File: config.mk
export PLATFORM = sky130hd
export DESIGN_NAME = casc_count_stage
export DESIGN_NICKNAME = d
export VERILOG_FILES = /design/src/rtl/cnt_pkg.sv /design/src/rtl/cnt_op_select.sv /design/src/rtl/cnt_next_state.sv /design/src/rtl/cnt_state_reg.sv /design/src/rtl/cnt_tc_decode.sv /design/src/rtl/casc_count_stage.sv
export SDC_FILE = /design/constraint.sdc
export NUM_CORES = 1
export LEC_CHECK = 0
export ABC_CLOCK_PERIOD_IN_PS = 2100
export CORE_AREA = 4 4 41 43
export DETAILED_ROUTE_END_ITERATION = 8
export DIE_AREA = 0 0 45 47
export PLACE_DENSITY = 0.55
export SYNTH_ARGS = -nofsm -noshare
export SYNTH_HDL_FRONTEND = slang
export SYNTH_SLANG_ARGS = --single-unit
File: constraint.sdc
create_clock -name clk -period 2.1 [get_ports clk]
set_input_delay 0.315 -clock clk [delete_from_list [all_inputs] [get_ports clk]]
set_output_delay 0.315 -clock clk [all_outputs]
set_load 0.02 [all_outputs]
File: src/rtl/cnt_pkg.sv
// Shared types for the cascadable counter stage.
package cnt_pkg;

    // Build-time choice of how the active-low clear acts.
    typedef enum logic {
        CLR_SYNC  = 1'b0,
        CLR_ASYNC = 1'b1
    } clr_style_e;

    // Operation applied at the next rising edge, highest priority first.
    typedef enum logic [1:0] {
        OP_CLEAR = 2'd0,
        OP_LOAD  = 2'd1,
        OP_COUNT = 2'd2,
        OP_HOLD  = 2'd3
    } cnt_op_e;

endpackage

File: src/rtl/cnt_op_select.sv
// Chooses the operation for the coming edge.
// Priority: synchronous clear, then load, then count, then hold.
// Assumes sync_clr is already qualified by the clear style (it is 0 in
// asynchronous mode).
module cnt_op_select
    import cnt_pkg::*;
(
    input  logic    sync_clr,
    input  logic    load_n,
    input  logic    en_p,
    input  logic    en_t,
    output cnt_op_e op
);

    // Fixed-priority decode of the control inputs.
    always_comb begin
        if (sync_clr)          op = OP_CLEAR;
        else if (!load_n)      op = OP_LOAD;
        else if (en_p && en_t) op = OP_COUNT;
        else                   op = OP_HOLD;
    end

endmodule

File: src/rtl/cnt_next_state.sv
// Forms the next counter value from the chosen operation.
// The increment uses a look-ahead carry: each bit toggles when all lower
// bits are one. Assumes op comes from cnt_op_select.
module cnt_next_state
    import cnt_pkg::*;
#(
    parameter int WIDTH = 4
) (
    input  cnt_op_e          op,
    input  logic [WIDTH-1:0] cur,
    input  logic [WIDTH-1:0] preset,
    output logic [WIDTH-1:0] nxt
);

    logic [WIDTH:0]   carry;
    logic [WIDTH-1:0] incr;

    assign carry[0] = 1'b1;

    for (genvar i = 0; i < WIDTH; i++) begin : g_inc
        // Toggle bit i when every lower bit is one.
        assign incr[i]      = cur[i] ^ carry[i];
        assign carry[i + 1] = carry[i] & cur[i];
    end

    // Select the next value for the operation.
    always_comb begin
        unique case (op)
            OP_CLEAR: nxt = '0;
            OP_LOAD:  nxt = preset;
            OP_COUNT: nxt = incr;
            default:  nxt = cur;
        endcase
    end

endmodule

File: src/rtl/cnt_state_reg.sv
// One flop per state bit, all clocked by the same rising edge.
// An active-low asynchronous clear is always present. The top ties it high
// when the synchronous style is chosen.
module cnt_state_reg #(
    parameter int WIDTH = 4
) (
    input  logic             clk,
    input  logic             arst_n,
    input  logic [WIDTH-1:0] d,
    output logic [WIDTH-1:0] q
);

    for (genvar i = 0; i < WIDTH; i++) begin : g_bit
        // Capture bit i on the rising edge, or clear it at once.
        always_ff @(posedge clk or negedge arst_n) begin
            if (!arst_n) q[i] <= 1'b0;
            else         q[i] <= d[i];
        end
    end

endmodule

File: src/rtl/cnt_tc_decode.sv
// Terminal-count decode: high when the state is all ones and the trickle
// enable is high. Purely combinational, so an enable change passes with no
// clock delay.
module cnt_tc_decode #(
    parameter int WIDTH = 4
) (
    input  logic [WIDTH-1:0] cur,
    input  logic             en_t,
    output logic             tc
);

    // All-ones detect gated by the trickle enable.
    always_comb tc = en_t & (&cur);

endmodule

File: src/rtl/casc_count_stage.sv
// Cascadable up-counter stage with parallel preset, two count enables and a
// terminal-count output.
// CLR_STYLE picks either a synchronous or an asynchronous active-low clear.
// Assumes the control inputs meet setup and hold at the rising edge.
module casc_count_stage
    import cnt_pkg::*;
#(
    parameter int         WIDTH     = 4,
    parameter clr_style_e CLR_STYLE = CLR_SYNC
) (
    input  logic             clk,
    input  logic             rst_n,
    input  logic             load_n,
    input  logic [WIDTH-1:0] data_in,
    input  logic             cnt_en_p,
    input  logic             cnt_en_t,
    output logic [WIDTH-1:0] count_q,
    output logic             term_cnt
);

    localparam logic [WIDTH-1:0] ALL_ONES = {WIDTH{1'b1}};

    logic             sync_clr;
    logic             arst_n;
    cnt_op_e          op;
    logic [WIDTH-1:0] nxt;

    // Route the clear to the edge path or the flop clear by style.
    if (CLR_STYLE == CLR_ASYNC) begin : g_async_clr
        assign sync_clr = 1'b0;
        assign arst_n   = rst_n;
    end else begin : g_sync_clr
        assign sync_clr = ~rst_n;
        assign arst_n   = 1'b1;
    end

    cnt_op_select u_sel (
        .sync_clr (sync_clr),
        .load_n   (load_n),
        .en_p     (cnt_en_p),
        .en_t     (cnt_en_t),
        .op       (op)
    );

    cnt_next_state #(.WIDTH(WIDTH)) u_next (
        .op     (op),
        .cur    (count_q),
        .preset (data_in),
        .nxt    (nxt)
    );

    cnt_state_reg #(.WIDTH(WIDTH)) u_reg (
        .clk    (clk),
        .arst_n (arst_n),
        .d      (nxt),
        .q      (count_q)
    );

    cnt_tc_decode #(.WIDTH(WIDTH)) u_tc (
        .cur  (count_q),
        .en_t (cnt_en_t),
        .tc   (term_cnt)
    );

    // Load takes the preset whatever the enables are.
    p_load_r3: assert property (@(posedge clk) disable iff (!rst_n)
        !load_n |=> count_q == $past(data_in));

    // Both enables high with no load advances the state by one.
    p_count_r4: assert property (@(posedge clk) disable iff (!rst_n)
        load_n && cnt_en_p && cnt_en_t |=> count_q == WIDTH'($past(count_q) + 1'b1));

    // Either enable low with no load leaves the state unchanged.
    p_hold_r5: assert property (@(posedge clk) disable iff (!rst_n)
        load_n && !(cnt_en_p && cnt_en_t) |=> $stable(count_q));

    // The all-ones state steps to zero when counting.
    p_wrap_r6: assert property (@(posedge clk) disable iff (!rst_n)
        load_n && cnt_en_p && cnt_en_t && count_q == ALL_ONES |=> count_q == '0);

    // Terminal count implies the trickle enable, and with counting it
    // forecasts a wrap to zero.
    p_tc_en_r7: assert property (@(posedge clk) disable iff (!rst_n)
        term_cnt |-> cnt_en_t);
    p_tc_wrap_r7: assert property (@(posedge clk) disable iff (!rst_n)
        term_cnt && load_n && cnt_en_p |=> count_q == '0);

endmodule

# Word-level counts from Yosys, hierarchy flattened
# Cells that the tools add are included.
# word_totals
ff_bits,4
latch_bits,0
ramBits,0
rom_bits,0
inputBits,9
output_inout_bits,5
memories,0
# op_classes
n_addsub,0
multipliers,0
div,0
order_cmp,0
eq_ne,2
n_shift,0
muxes,4
n_bitwise,7
n_reduce_logical,4
# ops
cell,count
$pmux 4 s3,1
$mux 2,2
$reduce_and 4->1,1
$and 1x1->1,3
$reduce_bool 3->1,1
$xor 1x1->1,3
$eq 2x1->1 const B,1
$eq 2x2->1 const B,1
$logic_not 2->1,1
$logic_and 1x1->1,1
$mux 1,1
$not 1->1,1

# Depth between registers and ports, before layout
# Gate-level depths: netlist of run 1.
# depth
word_depth,6
ltp_mapped,4
ltp_nobuf,4

# Modules after synthesis
# A second synthesis of run 1 with hierarchy kept.
# hier_totals
cells_unflattened,24
hier_area_um2,264.0
# modules_own_cells
mod,instances,cells_per_inst,area_each_um2,seq_area_each_um2
cnt_next_state,1,13,131.4,0.0
cnt_state_reg,1,4,100.1,100.1
cnt_op_select,1,2,12.5,0.0
cnt_tc_decode,1,3,12.5,0.0
casc_count_stage,1,2,7.5,0.0

# Least setup slack after synthesis of run 1
# OpenSTA, ideal clock, no wires.
# synth_timing
path_kind,reg2reg
startpoint,reg u_reg.q[0]
endpoint,reg u_reg.q[3] (data pin)
arrival_time_ns,1.129
required_time_ns,1.838
path_slack_ns,0.709
stages_incl_launch_ff,5
path_buffers,0
period_less_slack_ns,1.391
cell_sequence,edfxtp_1 ha_1 ha_1 xnor2_1 o21ai_0
# synth_via
elab_chain_len,4
# synth_rtl
element,line_no,text
"start, declared",cnt_state_reg.sv:10,output logic [WIDTH-1:0] q
"start signal, assigned by index",cnt_state_reg.sv:17,else q[i] <= d[i];
$and 1x1->1 (2 in a row),cnt_next_state.sv:23,assign carry[i + 1] = carry[i] & cur[i];
$xor 1x1->1,cnt_next_state.sv:22,assign incr[i] = cur[i] ^ carry[i];
$pmux 4 s3,cnt_next_state.sv:28,unique case (op)
via nxt[3],casc_count_stage.sv:26,logic [WIDTH-1:0] nxt;
# The timed path passes the listed nets, and every way through them passes these cells.
# A chain may end at the register's enable or synchronous reset.

# Worst setup path in the final report of run 1
# layout_timing
startpoint,in cnt_en_t
endpoint,out term_cnt
# layout_via
elab_chain_len,1
# layout_rtl
element,line_no,text
"start, declared",casc_count_stage.sv:16,"input logic cnt_en_t,"
$and 1x1->1,cnt_tc_decode.sv:13,always_comb tc = en_t & (&cur);
"end, declared",casc_count_stage.sv:18,output logic term_cnt
# Every way passes these cells.

==> results by group, run 1 <==
Clock network
  • Post-cts gate resize count: 0
  • Total clock sinks: 4
  • Post-CTS Repair Setup Buffers: 0
  • CTS root buf: clkbuf_4
  • H-tree depth reported by CTS: 1
  • Clock buffer depth: 2
  • Clock transition at path regs: approximately 0.040 ns
  • Clock Latency Late Sink: approximately 0.24 ns
  • TritonCTS clock tree: done
  • Number of buffers created by CTS: 3
  • Hold-fix buffers, CTS: 0

STA
  • Headroom to the max-slew limit: between 80% and 90%
  • Fmax: 521 MHz
  • RSZ-0062 raised after global routing: no
  • Crit path time final: around 1.9 ns
  • Slew Limit Fails: 0
  • Final Hold Viols: 0
  • Worst Max-Slew Pin Slew: 0.256 ns
  • Final setup viols: 0
  • Post-route setup slack: between 0.15 and 0.2 ns
  • Setup Skew: 0.00373 ns
  • Fin crit share: ~90%
  • Final Hold Slack: roughly 0.70 ns
  • Setup TNS: 0 ns

Critical path
  • Startpoint Class: primary input
  • CP max FO: 2
  • CP Data Arrival Time: roughly 1.6 ns
  • Setup crit end kind: output port
  • Critical Path RT: 1.78 ns
  • WS Path Type: primary input to output port
  • Reg-to-reg slack, setup: 0.76 ns

Logic synthesis
  • Post-Syn Instances: 23
  • Synth Register Bits: 4
  • Netlist cell types: 13
  • Cell Area, Synth: ~260 um2
  • Main area contributors after synthesis: edfxtp_1 (45%), ha_1 (9.5%), a21boi_1 (8.5%)
  • Sequential area share after synthesis: between 40 and 50%
  • Syn nets: 34
  • Yosys top cell by area: edfxtp_1
  • Synthesized area per cell: between 10 and 15 um2
  • Synth top area share: a little under half
  • Synth Warn #: 0

Placed design
  • I/O Buffers: 13
  • DP Cell Count: 51
  • GPL Wtd Cong: about 0.72
  • Setup WS pre-CTS: about 0.18 ns

Layout
  • Layout Nets: 52
  • Fin cells: 54
  • N_diodes: 0
  • Layout cells sized above 1: about a tenth
  • Area grow syn2layout: 63.5%
  • Largest register FFs: 4
  • Fillers: between 100 and 150
  • Largest Register: u_reg.q
  • Area of the multi-input gates: 133 um2
  • Biggest regs: u_reg.q x4
  • FF/Latch Area: approximately 120 um2

Detailed routing
  • Final wirelength: between 600 and 700 um
  • DRC: 0
  • Detailed-router iteration count before antenna repair: 4
  • Post-route ant nets: 0
  • Post-DR wirelength/cell: between 10 and 15 um
  • 1st-iter DRT viols: 9
  • Vias: 245
  • Vias per cell: 4.54

Global routing
  • Largest net degree at the start of global routing: 10
  • Grt total ovfl: 0
  • First-pass GRT wire length: ~950 um
  • Vias in the first global route: roughly 250
  • Gr usage total: roughly 7%
  • Initial antenna violation count: 0

Pwr
  • Static Leak: between 0.15 and 0.2 nW
  • Flop pwr share: 39.6%
  • Gate power share: 22.5%
  • Sw frac: roughly 24%
  • P per Cell Area: 590 mW/mm2
  • Maximum vdd ir drop: a little over 0.2 mV
  • Clock Power Share: between 30% and 40%
  • Pint: approximately 0.19 mW
  • Switching Power: 0.0617 mW

Floorplanning
  • Die area: 0.00212 mm2
  • Die Height: approximately 47 um
  • Initial cell density of the core: 20.3%
  • IO Count: 14
  • Std-Cell Rows: 13
  • Area of the core: ~0.0013 mm2
  • Die Span X: 45 um

Run
  • Max Cap Violations: 0

Run status
  • Outcome: complete, no violations

Hold path
  • Worst min-delay path class: register to register
[worst paths after layout]
| path | end | depth (start not counted) | startpoint |
|---|---|---|---|
| worst max-delay path | term_cnt | 3 | cnt_en_t |
| worst min-delay path | u_reg.q[3] | 2 | u_reg.q[3] |
| worst max register to register | u_reg.q[2] | 4 | u_reg.q[0] |
| worst min register to register | u_reg.q[3] | 2 | u_reg.q[3] |
[layout by cell type, fill, tap and decap left out, types with 2 or more instances in the layout]
cell type / instances
ha_1: 2
nand4_1: 3
edfxtp_1: 4
nand2b_1: 3
a21boi_1: 3
clkbuf_4: 3
clkdlybuf4s50_1: 13
[worst max-delay path, stage by stage]
cell and delay, ns:
clkdlybuf4s50_1 0.49, and4_1 0.19, clkdlybuf4s50_1 0.60
[cells by family after synthesis]
group	after synthesis	synth area share, %
simple gates	11	27.0
buf+inv	1	4.27
compound gates	4	10.4
xor+xnor	1	3.32
fa+ha+maj	2	9.48
flops	4	45.5
[power by group through the flow]
stage | combinational, mW | clock, mW | sequential [mW]
3_5_place_dp | 0.0573 | 0 | 0.102
3_3_place_gp | 0.0568 | 0 | 0.101
5_1_grt | 0.0618 | 0.102 | 0.101
4_1_cts | 0.0576 | 0.0999 | 0.101
6_report | 0.0574 | 0.0965 | 0.101
2_1_floorplan | 0.0161 | 0 | 0.109
[stage by stage]
| stage | util (%) | power [mW] | area [um2] |
|---|---|---|---|
| 2_1_floorplan | - | 0.125 | 264 |
| 3_3_place_gp | 31.4 | 0.158 | 409 |
| 3_5_place_dp | 31.4 | 0.159 | 409 |
| 4_1_cts | 33.2 | 0.258 | 432 |
| 5_1_grt | 33.2 | 0.266 | 432 |
| 6_report | 33.2 | 0.255 | 432 |
[cell type report]
class / count / area share, %
sequential: 4 / 27.8
tap: 15 / 4.35
clock buffer: 3 / 5.22
timing repair buffer: 14 / 31.9
multi-input combinational: 18 / 30.7
[synth_stat cells]
library cell	instances
nand4b_1	1
nand4_1	3
and4_1	1
nand3b_1	1
ha_1	2
buf_6	1
xnor2_1	1
nand2_1	1
edfxtp_1	4
nand3_1	1
a21boi_1	3
o21ai_0	1
nand2b_1	3
[per-layer routing]
| layer | track usage (%) | vias up | part of all wire, % |
|---|---|---|---|
| li1 | - | 122 | - |
| met1 | 5.76 | 109 | 40 |
| met2 | 10.7 | 12 | 48 |
| met3 | 3.07 | 2 | 12 |
| met4 | 8.77 | 0 | 0.61 |
| met5 | 0 | - | 0 |
Power figures use the tool's default switching activity.
==> run 2, diff against run 1 <==
- CAP_MARGIN: not set -> 20
- GPL_TIMING_DRIVEN: not set -> 0
==> run 2 against run 1 <==
Critical path depth unchanged. Design area down 1.4%. Cell count down 1.9%.
==> results by group, run 2 (synthesis results as in run 1) <==
Placed design
  • Post-DP HPWL: between 400 and 500 um
  • Setup WS pre-CTS: 0.0740 ns (-0.108 ns)
  • I/O Buffers: 12 (-1)
  • GPL Wtd Cong: 0.731 (+1.9%)
  • Placed cell areas: 403 um2 (-1.5%)

Clock network
  • Clock Latency Late Sink: 0.23 ns (about the same)
  • Post-cts gate resize count: 0 (unchanged)
  • Number of buffers created by CTS: 3 (unchanged)
  • CTS root buf: clkbuf_4
  • Clock transition at path regs: 0.04 ns (about the same)
  • TritonCTS clock tree: done
  • H-tree depth reported by CTS: 1 (unchanged)
  • Clock buffer depth: 2 (unchanged)
  • Post-CTS Repair Setup Buffers: 0 (unchanged)
  • Hold-fix buffers, CTS: 0 (unchanged)
  • Total clock sinks: 4 (unchanged)

Critical path
  • CP Data Arrival Time: 1.72 ns (+0.12 ns)
  • Reg-to-reg slack, setup: 0.74 ns (-0.02 ns)
  • Worst path most repeated cell: clkdlybuf4s50_1
  • CP max FO: 6 (+4)
  • Crit path max-delay cell type: clkdlybuf4s50_1
  • Setup crit end kind: output port
  • Critical Path RT: 1.78 ns (about the same)
  • Largest stage delay on the critical path: 0.60 ns (about the same)
  • Reg2reg path depth: 4 (unchanged)
  • Reg2reg end: u_reg.q[3]
  • CP cell instances: clkdlybuf4s50_1 > and4_1 > clkdlybuf4s50_1
  • Crit Reg-Reg Startpoint: u_reg.q[0]
  • Startpoint Class: primary input
  • WS Path Type: primary input to output port

Floorplanning
  • Initial cell density of the core: 20.3% (unchanged)
  • Std-Cell Rows: 13 (unchanged)
  • Die Height: 47 um (unchanged)
  • Area of the core: 0.00130 mm2 (unchanged)
  • IO Count: 14 (unchanged)
  • Die Span X: 45 um (unchanged)
  • Die area: 0.00212 mm2 (unchanged)

Layout
  • N_diodes: 0 (unchanged)
  • Commonest non-fill, non-tap cells in the layout: clkdlybuf4s50_1 (12), edfxtp_1 (4)
  • Final core occ: 32.7% (-0.48 points)
  • Area grow syn2layout: 61.1%
  • Largest register FFs: 4 (unchanged)
  • Largest Register: u_reg.q
  • Layout Nets: 51 (-1.9%)
  • Biggest regs: u_reg.q x4
  • Final Cell Area: 425 um2 (-1.4%)
  • Fillers: 142 (+2.2%)
  • Most common cell after layout, fill and taps aside: clkdlybuf4s50_1
  • Layout cells sized above 1: 10.5% (+0.27 points)

Detailed routing
  • Vias: 241 (-1.6%)
  • Post-route ant nets: 0 (unchanged)
  • Detailed-router iteration count before antenna repair: 4 (unchanged)
  • Vias per cell: 4.55 (+0.22%)
  • Final wirelength: 607 um (-7.0%)
  • 1st-iter DRT viols: 3 (-6)
  • Post-DR wirelength/cell: 11.5 um (-5.3%)
  • DRC: 0 (unchanged)

Global routing
  • First-pass GRT wire length: 910 um (-3.7%)
  • Largest net degree at the start of global routing: 10 (unchanged)
  • Grt total ovfl: 0 (unchanged)
  • Initial antenna violation count: 0 (unchanged)
  • Vias in the first global route: 237 (-4.8%)
  • Gr usage total: 6.66% (-0.16 points)

Pwr
  • Maximum vdd ir drop: 0.205 mV (+0.41%)
  • Static Leak: 0.159 nW (-1.7%)
  • P per Cell Area: 590 mW/mm2 (about the same)

Hold path
  • Worst min-delay path class: primary input to register
  • Hold Path Origin: load_n
  • Hold path endpoint: u_reg.q[2]
  • Worst Hold Path Cells: 3 (+1)

STA
  • Setup Skew: 0.000340 ns (-0.00339 ns)
  • Final Hold Viols: 0 (unchanged)
  • Crit path time final: 2.03 ns (+0.115 ns)
  • Post-route setup slack: 0.0670 ns (-0.115 ns)
  • Worst Max-Slew Pin Slew: 0.221 ns (-0.0349 ns)
  • Fin crit share: 96.8% (+5.5 points)
  • Fmax: 492 MHz (-5.7%)
  • Final setup viols: 0 (unchanged)
  • Headroom to the max-slew limit: 85.2% (+2.3 points)
  • Slew Limit Fails: 0 (unchanged)
  • RSZ-0062 raised after global routing: no
  • Setup TNS: 0 ns (unchanged)

Run status
  • Outcome: complete, no violations

Run
  • Max Cap Violations: 0 (unchanged)
==> run 2: cell count changes in the layout (fill, tap and decap cells not counted) <==
cell             change
buf_4                -1
buf_6                +1
clkdlybuf4s50_1      -1
==> run 2: worst max-delay path: cells and delay by family <==
| kind | cells | cell delay, ns |
|---|---|---|
| buf+inv | 2 | 1.18 |
| simple gates | 1 | 0.22 |
==> run 2: layer usage <==
layer | vias to the layer above | global-route usage (%) | part of all wire, %
met3 | 0 | 2.68 | 11
met5 | - | 0 | 0
li1 | 120 | - | -
met4 | 0 | 8.77 | 0
met1 | 109 | 6.21 | 43
met2 | 12 | 9.89 | 46
==> run 2: power by group <==
| group | internal, mW | switching, mW | leakage, nW |
|---|---|---|---|
| Clock | 0.0639 | 0.0308 | 0.0138 |
| Sequential | 0.0960 | 0.00452 | 0.0448 |
| Combinational | 0.0318 | 0.0238 | 0.100 |
| Total | 0.192 | 0.0591 | 0.159 |
==> run 2: stage by stage <==
step                      power, mW  hold slack, ns  instances
after floorplan               0.125           0.533         23
after global placement        0.157           0.684         50
after detailed placement      0.157           0.714         50
after CTS                     0.258           0.470         53
after global routing          0.266           0.474         53
final                         0.251           0.481         53
==> run 2: cell type report <==
cell class / instances / area, um2 / area share [%]
plain buffers: 1 / 11.3 / 2.65
clock buffers: 3 / 22.5 / 5.29
multi-input cells: 18 / 133 / 31.2
flip-flops and latches: 4 / 120 / 28.2
repair buffers: 12 / 120 / 28.2
well taps: 15 / 18.8 / 4.41
==> run 2: how the worst max path moves through the flow <==
| stage | from | to | slack [ns] | cells after the start |
|---|---|---|---|---|
| after global placement | cnt_en_t | term_cnt | 0.09 | 3 |
| after floorplan | u_reg.q[0] | u_reg.q[3] | 0.71 | 4 |
| final | cnt_en_t | term_cnt | 0.07 | 3 |
| after global routing | cnt_en_t | term_cnt | 0.04 | 3 |
| after CTS | cnt_en_t | term_cnt | 0.07 | 3 |
| after detailed placement | cnt_en_t | term_cnt | 0.07 | 3 |
